[src/rtl/pit_pkg.sv]
package pit_pkg;
  localparam int NCH = 3;
  localparam int CW  = 16;
  localparam int BW  = 8;
  localparam int MW  = 3;
  localparam int NDIG = CW / 4;

  typedef enum logic [1:0] {
    FMT_LATCH = 2'b00,
    FMT_LO    = 2'b01,
    FMT_HI    = 2'b10,
    FMT_LOHI  = 2'b11
  } fmt_e;

  typedef struct packed {
    fmt_e          fmt;
    logic [MW-1:0] mode;
    logic          bcd;
  } chan_cfg_t;

  // Decimal decrement over NDIG digits, borrowing through zeros.
  function automatic logic [CW-1:0] bcd_dec(input logic [CW-1:0] v);
    logic [CW-1:0] r;
    logic borrow;
    r = v;
    borrow = 1'b1;
    for (int d = 0; d < NDIG; d++) begin
      if (borrow) begin
        if (v[d*4 +: 4] == 4'd0) begin
          r[d*4 +: 4] = 4'd9;
        end else begin
          r[d*4 +: 4] = v[d*4 +: 4] - 4'd1;
          borrow = 1'b0;
        end
      end
    end
    return r;
  endfunction

  function automatic logic [CW-1:0] next_count(input logic [CW-1:0] v, input logic bcd);
    return bcd ? bcd_dec(v) : v - CW'(1);
  endfunction

  // Initial count built from the arriving byte and the staged low byte.
  function automatic logic [CW-1:0] assemble(input fmt_e f, input logic [BW-1:0] stage,
                                             input logic [BW-1:0] b);
    case (f)
      FMT_LO:   return {{BW{1'b0}}, b};
      FMT_HI:   return {b, {BW{1'b0}}};
      FMT_LOHI: return {b, stage};
      default:  return '0;
    endcase
  endfunction

  function automatic logic [BW-1:0] pick_byte(input fmt_e f, input logic [CW-1:0] v,
                                              input logic hi_next);
    case (f)
      FMT_LO:   return v[BW-1:0];
      FMT_HI:   return v[CW-1:BW];
      FMT_LOHI: return hi_next ? v[CW-1:BW] : v[BW-1:0];
      default:  return '0;
    endcase
  endfunction
endpackage

[src/rtl/pit_bus_dec.sv]
module pit_bus_dec import pit_pkg::*; (
  input  logic           cs_n,
  input  logic           rd_n,
  input  logic           wr_n,
  input  logic [1:0]     addr,
  input  logic [1:0]     cw_sel,
  output logic [NCH-1:0] ch_wr,
  output logic [NCH-1:0] ch_rd,
  output logic [NCH-1:0] cw_hit
);
  logic wr_acc, rd_acc, ctl_port;

  assign wr_acc   = !cs_n && !wr_n;
  assign rd_acc   = !cs_n && !rd_n && wr_n;
  assign ctl_port = (addr == 2'b11);

  for (genvar i = 0; i < NCH; i++) begin : g_sel
    assign ch_wr[i]  = wr_acc && (addr == 2'(i));
    assign ch_rd[i]  = rd_acc && (addr == 2'(i));
    assign cw_hit[i] = wr_acc && ctl_port && (cw_sel == 2'(i));
  end
endmodule

[src/rtl/pit_downcnt.sv]
module pit_downcnt import pit_pkg::*; (
  input  logic          clk,
  input  logic          rst_n,
  input  logic          load,
  input  logic [CW-1:0] load_val,
  input  logic          en,
  input  logic          bcd,
  output logic [CW-1:0] count,
  output logic          armed
);
  always_ff @(posedge clk) begin
    if (!rst_n) begin
      count <= '0;
      armed <= 1'b0;
    end else if (load) begin
      count <= load_val;
      armed <= 1'b1;
    end else if (en && armed) begin
      count <= next_count(count, bcd);
    end
  end
endmodule

[src/rtl/pit_chan.sv]
module pit_chan import pit_pkg::*; (
  input  logic          clk,
  input  logic          rst_n,
  input  logic          cw_wr,
  input  logic [5:0]    cw_field,
  input  logic          data_wr,
  input  logic          data_rd,
  input  logic [BW-1:0] wbyte,
  input  logic          cnt_en,
  output logic [BW-1:0] rbyte,
  output chan_cfg_t     cfg,
  output logic [CW-1:0] count,
  output logic          armed,
  output logic          load
);
  logic          wr_hi, rd_hi, latched;
  logic [BW-1:0] lo_stage;
  logic [CW-1:0] hold, src;
  logic          latch_cmd, mode_cmd, read_last, two_byte, programmed;

  assign two_byte   = (cfg.fmt == FMT_LOHI);
  assign programmed = (cfg.fmt != FMT_LATCH);
  assign latch_cmd  = cw_wr && (cw_field[5:4] == 2'b00);
  assign mode_cmd   = cw_wr && (cw_field[5:4] != 2'b00);
  assign load       = data_wr && programmed && (!two_byte || wr_hi);
  assign read_last  = data_rd && (!two_byte || rd_hi);
  assign src        = latched ? hold : count;
  assign rbyte      = pick_byte(cfg.fmt, src, rd_hi);

  pit_downcnt u_cnt (
    .clk      (clk),
    .rst_n    (rst_n),
    .load     (load),
    .load_val (assemble(cfg.fmt, lo_stage, wbyte)),
    .en       (cnt_en),
    .bcd      (cfg.bcd),
    .count    (count),
    .armed    (armed)
  );

  always_ff @(posedge clk) begin
    if (!rst_n) begin
      cfg      <= '{fmt: FMT_LATCH, mode: '0, bcd: 1'b0};
      wr_hi    <= 1'b0;
      rd_hi    <= 1'b0;
      latched  <= 1'b0;
      lo_stage <= '0;
      hold     <= '0;
    end else if (mode_cmd) begin
      cfg     <= '{fmt: fmt_e'(cw_field[5:4]), mode: cw_field[3:1], bcd: cw_field[0]};
      wr_hi   <= 1'b0;
      rd_hi   <= 1'b0;
      latched <= 1'b0;
    end else begin
      if (latch_cmd && !latched) begin
        latched <= 1'b1;
        hold    <= count;
      end else if (read_last) begin
        latched <= 1'b0;
      end
      if (data_wr && two_byte) begin
        wr_hi <= !wr_hi;
        if (!wr_hi) lo_stage <= wbyte;
      end
      if (data_rd && two_byte) rd_hi <= !rd_hi;
    end
  end
endmodule

[src/rtl/pit_host_if.sv]
module pit_host_if import pit_pkg::*; (
  input  logic              clk,
  input  logic              rst_n,
  input  logic              cs_n,
  input  logic              rd_n,
  input  logic              wr_n,
  input  logic [1:0]        addr,
  input  logic [BW-1:0]     wdata,
  input  logic [NCH-1:0]    cnt_en,
  output logic [BW-1:0]     rdata,
  output logic [NCH*MW-1:0] mode_o,
  output logic [NCH-1:0]    bcd_o
);
  logic [NCH-1:0]         ch_wr, ch_rd, cw_hit;
  logic [NCH-1:0]         ch_load, ch_armed;
  logic [NCH-1:0][CW-1:0] ch_count;
  logic [NCH-1:0][1:0]    ch_fmt;
  logic [NCH-1:0][BW-1:0] ch_rbyte;
  chan_cfg_t              ch_cfg [NCH];

  pit_bus_dec u_dec (
    .cs_n   (cs_n),
    .rd_n   (rd_n),
    .wr_n   (wr_n),
    .addr   (addr),
    .cw_sel (wdata[7:6]),
    .ch_wr  (ch_wr),
    .ch_rd  (ch_rd),
    .cw_hit (cw_hit)
  );

  for (genvar i = 0; i < NCH; i++) begin : g_ch
    pit_chan u_chan (
      .clk      (clk),
      .rst_n    (rst_n),
      .cw_wr    (cw_hit[i]),
      .cw_field (wdata[5:0]),
      .data_wr  (ch_wr[i]),
      .data_rd  (ch_rd[i]),
      .wbyte    (wdata),
      .cnt_en   (cnt_en[i]),
      .rbyte    (ch_rbyte[i]),
      .cfg      (ch_cfg[i]),
      .count    (ch_count[i]),
      .armed    (ch_armed[i]),
      .load     (ch_load[i])
    );
    assign mode_o[MW*i +: MW] = ch_cfg[i].mode;
    assign bcd_o[i]           = ch_cfg[i].bcd;
    assign ch_fmt[i]          = ch_cfg[i].fmt;
  end

  always_comb begin
    rdata = '0;
    for (int i = 0; i < NCH; i++) begin
      if (ch_rd[i]) rdata = ch_rbyte[i];
    end
  end
endmodule

[config.mk]
export PLATFORM = sky130hd
export DESIGN_NAME = pit_host_if
export DESIGN_NICKNAME = d
export VERILOG_FILES = /design/src/rtl/pit_pkg.sv /design/src/rtl/pit_bus_dec.sv /design/src/rtl/pit_downcnt.sv /design/src/rtl/pit_chan.sv /design/src/rtl/pit_host_if.sv
export SDC_FILE = /design/constraint.sdc
export NUM_CORES = 1
export LEC_CHECK = 0
export ABC_AREA = 1
export CELL_PAD_IN_SITES_DETAIL_PLACEMENT = 2
export CELL_PAD_IN_SITES_GLOBAL_PLACEMENT = 2
export CORE_MARGIN = 2
export CORE_UTILIZATION = 32
export CTS_CLUSTER_DIAMETER = 100
export DETAILED_ROUTE_END_ITERATION = 8
export DONT_BUFFER_PORTS = 1
export GPL_ROUTABILITY_DRIVEN = 0
export PLACE_DENSITY_LB_ADDON = 0.25
export SETUP_SLACK_MARGIN = 0.5
export SLEW_MARGIN = 0
export SYNTH_ARGS = -nofsm -noshare
export SYNTH_HDL_FRONTEND = slang
export SYNTH_SLANG_ARGS = --single-unit
[constraint.sdc]
create_clock -name clk -period 1.39 [get_ports clk]
set_input_delay 0.0695 -clock clk [delete_from_list [all_inputs] [get_ports clk]]
set_output_delay 0.0695 -clock clk [all_outputs]
set_load 0.05 [all_outputs]
==> results by group, run 1 <==
Clocking
  – CTS Root Cell: clkbuf_16
  – Maximum root-to-sink buffer count: 2
  – Clock sink count: 150
  – H-tree levels: 4
  – CTS buffer count: 17

Floorplan
  – Initial Util: 0.325
  – Num ports: 38
  – Chip width: 172 um
  – Die Span Y: 172 um
  – Row Count: 61

Yosys
  – Post-Syn Area: 9030 um2
  – Post-synth EDFFs: 0
  – Synth Flop Type: dfxtp_1
  – Sequential share of the synthesized area: 0.333
  – Syn_nets: 1436
  – Seq cells post-synth: 150
  – Cells after synthesis: 1412
  – FFs w/ async S/R, synth: 0
  – Syn Area/Cell: 6.40 um2
  – Synth Warn #: 0
  – Synth unique cells: 39

Global routing
  – Initial antenna violation count: 7
  – Pin count of the biggest net entering global routing: 92

Place
  – Pre-CTS setup slack: -0.185 ns
  – Count of input and output buffers: 0
  – Post-DP HPWL: 30100 um

Run status
  – Stop Error: [ERROR DPL-0033] detailed placement checks failed during check placement.
  – Exit stage: 5_1_grt
  – Status: did not finish

STA
  – Worst_ep grt: rdata[5]
  – Worst End Pin Type: primary output
==> logic make-up after synthesis <==
logic type                 Yosys count  share of synthesized area
adders and majority gates            6                    0.00831
and+or+nand+nor                    687                      0.318
DFF                                150                      0.333
xor gates and xnor gates             4                    0.00388
AOI/OAI and AO/OA                  373                      0.240
buffers and inverters              192                     0.0966
==> per-stage QoR <==
step | hold slack, ns | cells | TNS, ns | utilization | cell area, um2
floorplan | 0.217 | 1412 | 0 | - | 9750
global placement | 0.197 | 1910 | -0.695 | 0.408 | 11300
detailed placement | 0.201 | 1910 | -3.20 | 0.408 | 11300
CTS | -0.275 | 2007 | -15.59 | 0.517 | 14400
==> synth_stat cells (2+ instances only) <==
library cell  instances  area, um2
o21ai_0             118        591
buf_2                13       65.1
buf_6                 9        101
buf_4                16        120
nand3_2               4       40.0
o211ai_1              9       67.6
buf_1                 8       30.0
nand3_1              83        415
ha_1                  6       75.1
nand2_1             303       1140
dfxtp_1             150       3000
nand2_2              12       75.1
nand3b_1              2       15.0
a211oi_1              7       52.6
inv_2                 6       22.5
a211oi_2             26        325
clkbuf_1             24       90.1
xor2_1                4       35.0
nor2_1              251        942
a21oi_1             160        801
o21ai_1              10       50.1
inv_1               113        424
nor3_1                5       25.0
nand4_1               6       37.5
nor2_2               13       81.3
nor2_4                3       33.8
a31oi_1               5       31.3
o22ai_1              33        206
nor3_4                3       48.8
==> repair_timing <==
action	CTS
resized for setup	464
hold buffers	3
endpoints found under the hold margin	104
buffers inserted	47
endpoints found under the setup margin	156
cloned	15
pin swaps	101
==> run 2, diff against run 1 <==
--- a/config.mk
+++ b/config.mk
@@ -6,16 +6,12 @@
 export NUM_CORES = 1
 export LEC_CHECK = 0
 export ABC_AREA = 1
-export CELL_PAD_IN_SITES_DETAIL_PLACEMENT = 2
-export CELL_PAD_IN_SITES_GLOBAL_PLACEMENT = 2
 export CORE_MARGIN = 2
-export CORE_UTILIZATION = 32
-export CTS_CLUSTER_DIAMETER = 100
+export CORE_UTILIZATION = 35
 export DETAILED_ROUTE_END_ITERATION = 8
 export DONT_BUFFER_PORTS = 1
 export GPL_ROUTABILITY_DRIVEN = 0
-export PLACE_DENSITY_LB_ADDON = 0.25
-export SETUP_SLACK_MARGIN = 0.5
+export PLACE_DENSITY_LB_ADDON = 0.15
 export SLEW_MARGIN = 0
 export SYNTH_ARGS = -nofsm -noshare
 export SYNTH_HDL_FRONTEND = slang
==> constraint.sdc (replaced) <==
create_clock -name clk -period 1.8 [get_ports clk]
set_input_delay 0.09 -clock clk [delete_from_list [all_inputs] [get_ports clk]]
set_output_delay 0.09 -clock clk [all_outputs]
set_load 0.05 [all_outputs]
==> results by group, run 2 <==
Run status
  – Status: finished with violations
  – Violated checks: negative setup slack

Place
  – Count of input and output buffers: 0 (unchanged)
  – Pre-CTS setup slack: 0.150 ns (+0.335 ns)
  – Post-DP HPWL: 21400 um (-29%)
  – Cell count after placement: 1755 (-8.1%)
  – Area of placed instances: 9740 um2 (-14%)

STA
  – Unrepaired setup endpoints after global routing: yes
  – Clock Skews: 0.0201 ns
  – Slew Viols, Final: 0
  – Worst hold slack: 0.0138 ns
  – Worst slew pin tran: 0.622 ns
  – Final period utilization: 1.03
  – FMAX: 541 MHz
  – Hold Fails Final Rpt: 0
  – Setup violations, final: 3
  – Minimum clock period: 1.85 ns
  – Post-route setup slack: -0.0487 ns
  – Slew headroom: 0.584

Routing
  – Residual DRC count: 0
  – Drt first pass iters: 5
  – Vias: 9468
  – Vias/cell: 5.21
  – WL final: 30800 um
  – WL per Instance: 16.9 um
  – Antenna-violating nets left: 0
  – Drt initial violations: 885

Floorplan
  – Num ports: 38 (unchanged)
  – Initial Util: 0.358 (+0.0325)
  – Die area: 27100 um2
  – Chip width: 165 um (-4.3%)
  – Row Count: 58 (-4.9%)
  – Core Region: 25300 um2
  – Die Span Y: 165 um (-4.3%)

Worst setup path
  – CP top delay family: buffers and inverters
  – Slowest stage delay, CP: 0.36 ns
  – Worst-path cell chain: inv_2 -> o21ai_4 -> buf_6 -> o22ai_1 -> nand2_1 -> nand3_2 -> buf_8
  – CP max-delay cell: dfxtp_2
  – R2R cell count: 10
  – CP bufs+invs: 3
  – CP Depth: 7
  – Endpoint class of the critical path: output port
  – Crit path launch type: register
  – CP Data Arrival Time: 1.76 ns
  – CP max FO: 8
  – Worst EP required: 1.71 ns
  – Setup CP Type: reg -> out

Power
  – P per Cell Area: 675 nW/um2
  – VDD IR max: 488 uV
  – P_leak: 4.83 nW
  – Power Total: 7.61 mW

Clocking
  – CTS tree: done
  – Clk slew on worst S/H paths: 0.07 ns
  – H-tree levels: 4 (unchanged)
  – CTS Root Cell: clkbuf_16
  – Clock sink count: 150 (unchanged)
  – CTS buffer count: 17 (unchanged)
  – Maximum root-to-sink buffer count: 2 (unchanged)
  – Clk_lat worst skew: 0.44 ns

Yosys
  – Post-Syn Area: 9030 um2 (unchanged)
  – Post-synth EDFFs: 0 (unchanged)
  – Synth Flop Type: dfxtp_1
  – Yosys top cell by area: dfxtp_1
  – Synth Warn #: 0 (unchanged)
  – Synth unique cells: 39 (unchanged)
  – Sequential share of the synthesized area: 0.333 (unchanged)
  – Syn_nets: 1436 (unchanged)
  – Cells after synthesis: 1412 (unchanged)
  – FFs w/ async S/R, synth: 0 (unchanged)
  – Seq cells post-synth: 150 (unchanged)
  – Synth top area share: 0.333 (unchanged)
  – Syn Area/Cell: 6.40 um2 (unchanged)
  – Top-count cell post-synth: nand2_1
  – Synth top area cells: dfxtp_1 (33%), nand2_1 (13%), nor2_1 (10%)
  – Synth cell count leaders: nand2_1 (303), nor2_1 (251), a21oi_1 (160)

Cells and area
  – FF+latch area: 3060 um2
  – Growth of design area from synthesis to finish: 25.0%
  – Most common cell after layout, fill and taps aside: nand2_1
  – Area of the multi-input gates: 5530 um2
  – Most frequent cells in the layout: nand2_1 (294), nor2_1 (237), a21oi_1 (139), dfxtp_1 (120), o21ai_0 (117)
  – Final #Nets: 1499
  – Non-Filler Instances: 1818
  – Number of inserted diodes: 0
  – Share of cells above drive strength 1: 0.211
  – Cell area after layout: 11300 um2
  – Fill cells: 2655
  – Regs by FF count: g_ch.u_chan.hold (48), g_ch.u_chan.u_cnt.count (48), g_ch.u_chan.lo_stage (24)

Global routing
  – First-pass GRT wire length: 48100 um
  – Initial antenna violation count: 0
  – GR Layer Usage met3: 0.0414
  – Grt total ovfl: 0
  – Met2 Use GR: 0.350
  – Total track usage: 0.228
  – Vias in the first global route: 8595
  – Gr busiest metal: met2
  – Pin count of the biggest net entering global routing: 92
  – Met1 GRT Util: 0.332

Job
  – Max-Cap Viols: 0

Worst hold path
  – Worst min path class: in -> reg
  – Hold Path Stages: 2
run 2: cell families after synthesis:
group / Yosys count / synth area share
AO/OA/AOI/OAI: 373 / 0.240
XOR/XNOR: 4 / 0.00388
adder cells (fa/ha/maj): 6 / 0.00831
buffers and inverters: 192 / 0.0966
flip-flops: 150 / 0.333
AND/OR/NAND/NOR: 687 / 0.318
run 2: cell type report:
cell class	count	share of cell area
Inverter	122	0.0418
Sequential cell	150	0.271
Clock buffer	18	0.0380
Timing Repair Buffer	113	0.105
Tap cell	330	0.0366
Clock inverter	14	0.0174
Multi-Input combinational cell	1071	0.490
run 2: path summary, 6_finish.rpt:
path,slack [ns],end,from
max,-0.05,rdata[1],g_ch[2].u_chan.rd_hi
min,0.01,g_ch[2].u_chan.cfg[0],wdata[0]
max reg2reg,0.13,g_ch[2].u_chan.u_cnt.count[15],g_ch[2].u_chan.cfg[5]
min reg2reg,0.46,g_ch[0].u_chan.lo_stage[5],g_ch[0].u_chan.lo_stage[5]
run 2: metrics by stage:
| step | TNS, ns | util |
|---|---|---|
| detailed placement | 0 | 0.386 |
| floorplan | 0 | - |
| finish | -0.0685 | 0.447 |
| CTS | -0.0999 | 0.426 |
| global placement | 0 | 0.386 |
| global route | -0.516 | 0.447 |
run 2: repair_timing:
| action | in CTS | in global routing |
|---|---|---|
| cloned | 2 | 7 |
| setup endpoints to repair | 8 | 29 |
| endpoints found under the hold margin | 111 | 0 |
| hold buffers | 10 | 0 |
| buffers inserted | 3 | 9 |
| resized for setup | 63 | 93 |
| pin swaps | 10 | 31 |
run 2: metal layers:
metal	vias up	share of wire
met1	4376	0.48
met2	277	0.44
met4	0	0.016
li1	4791	-
met5	-	0
met3	24	0.059
run 2: power by group:
part           internal (mW)  total, mW  leakage, nW  switching [mW]
Sequential              3.32       3.33         1.23         0.00935
Combinational          0.109      0.369         3.30           0.260
Clock                   2.34       3.91        0.298            1.58
Power figures use the tool's default switching activity.
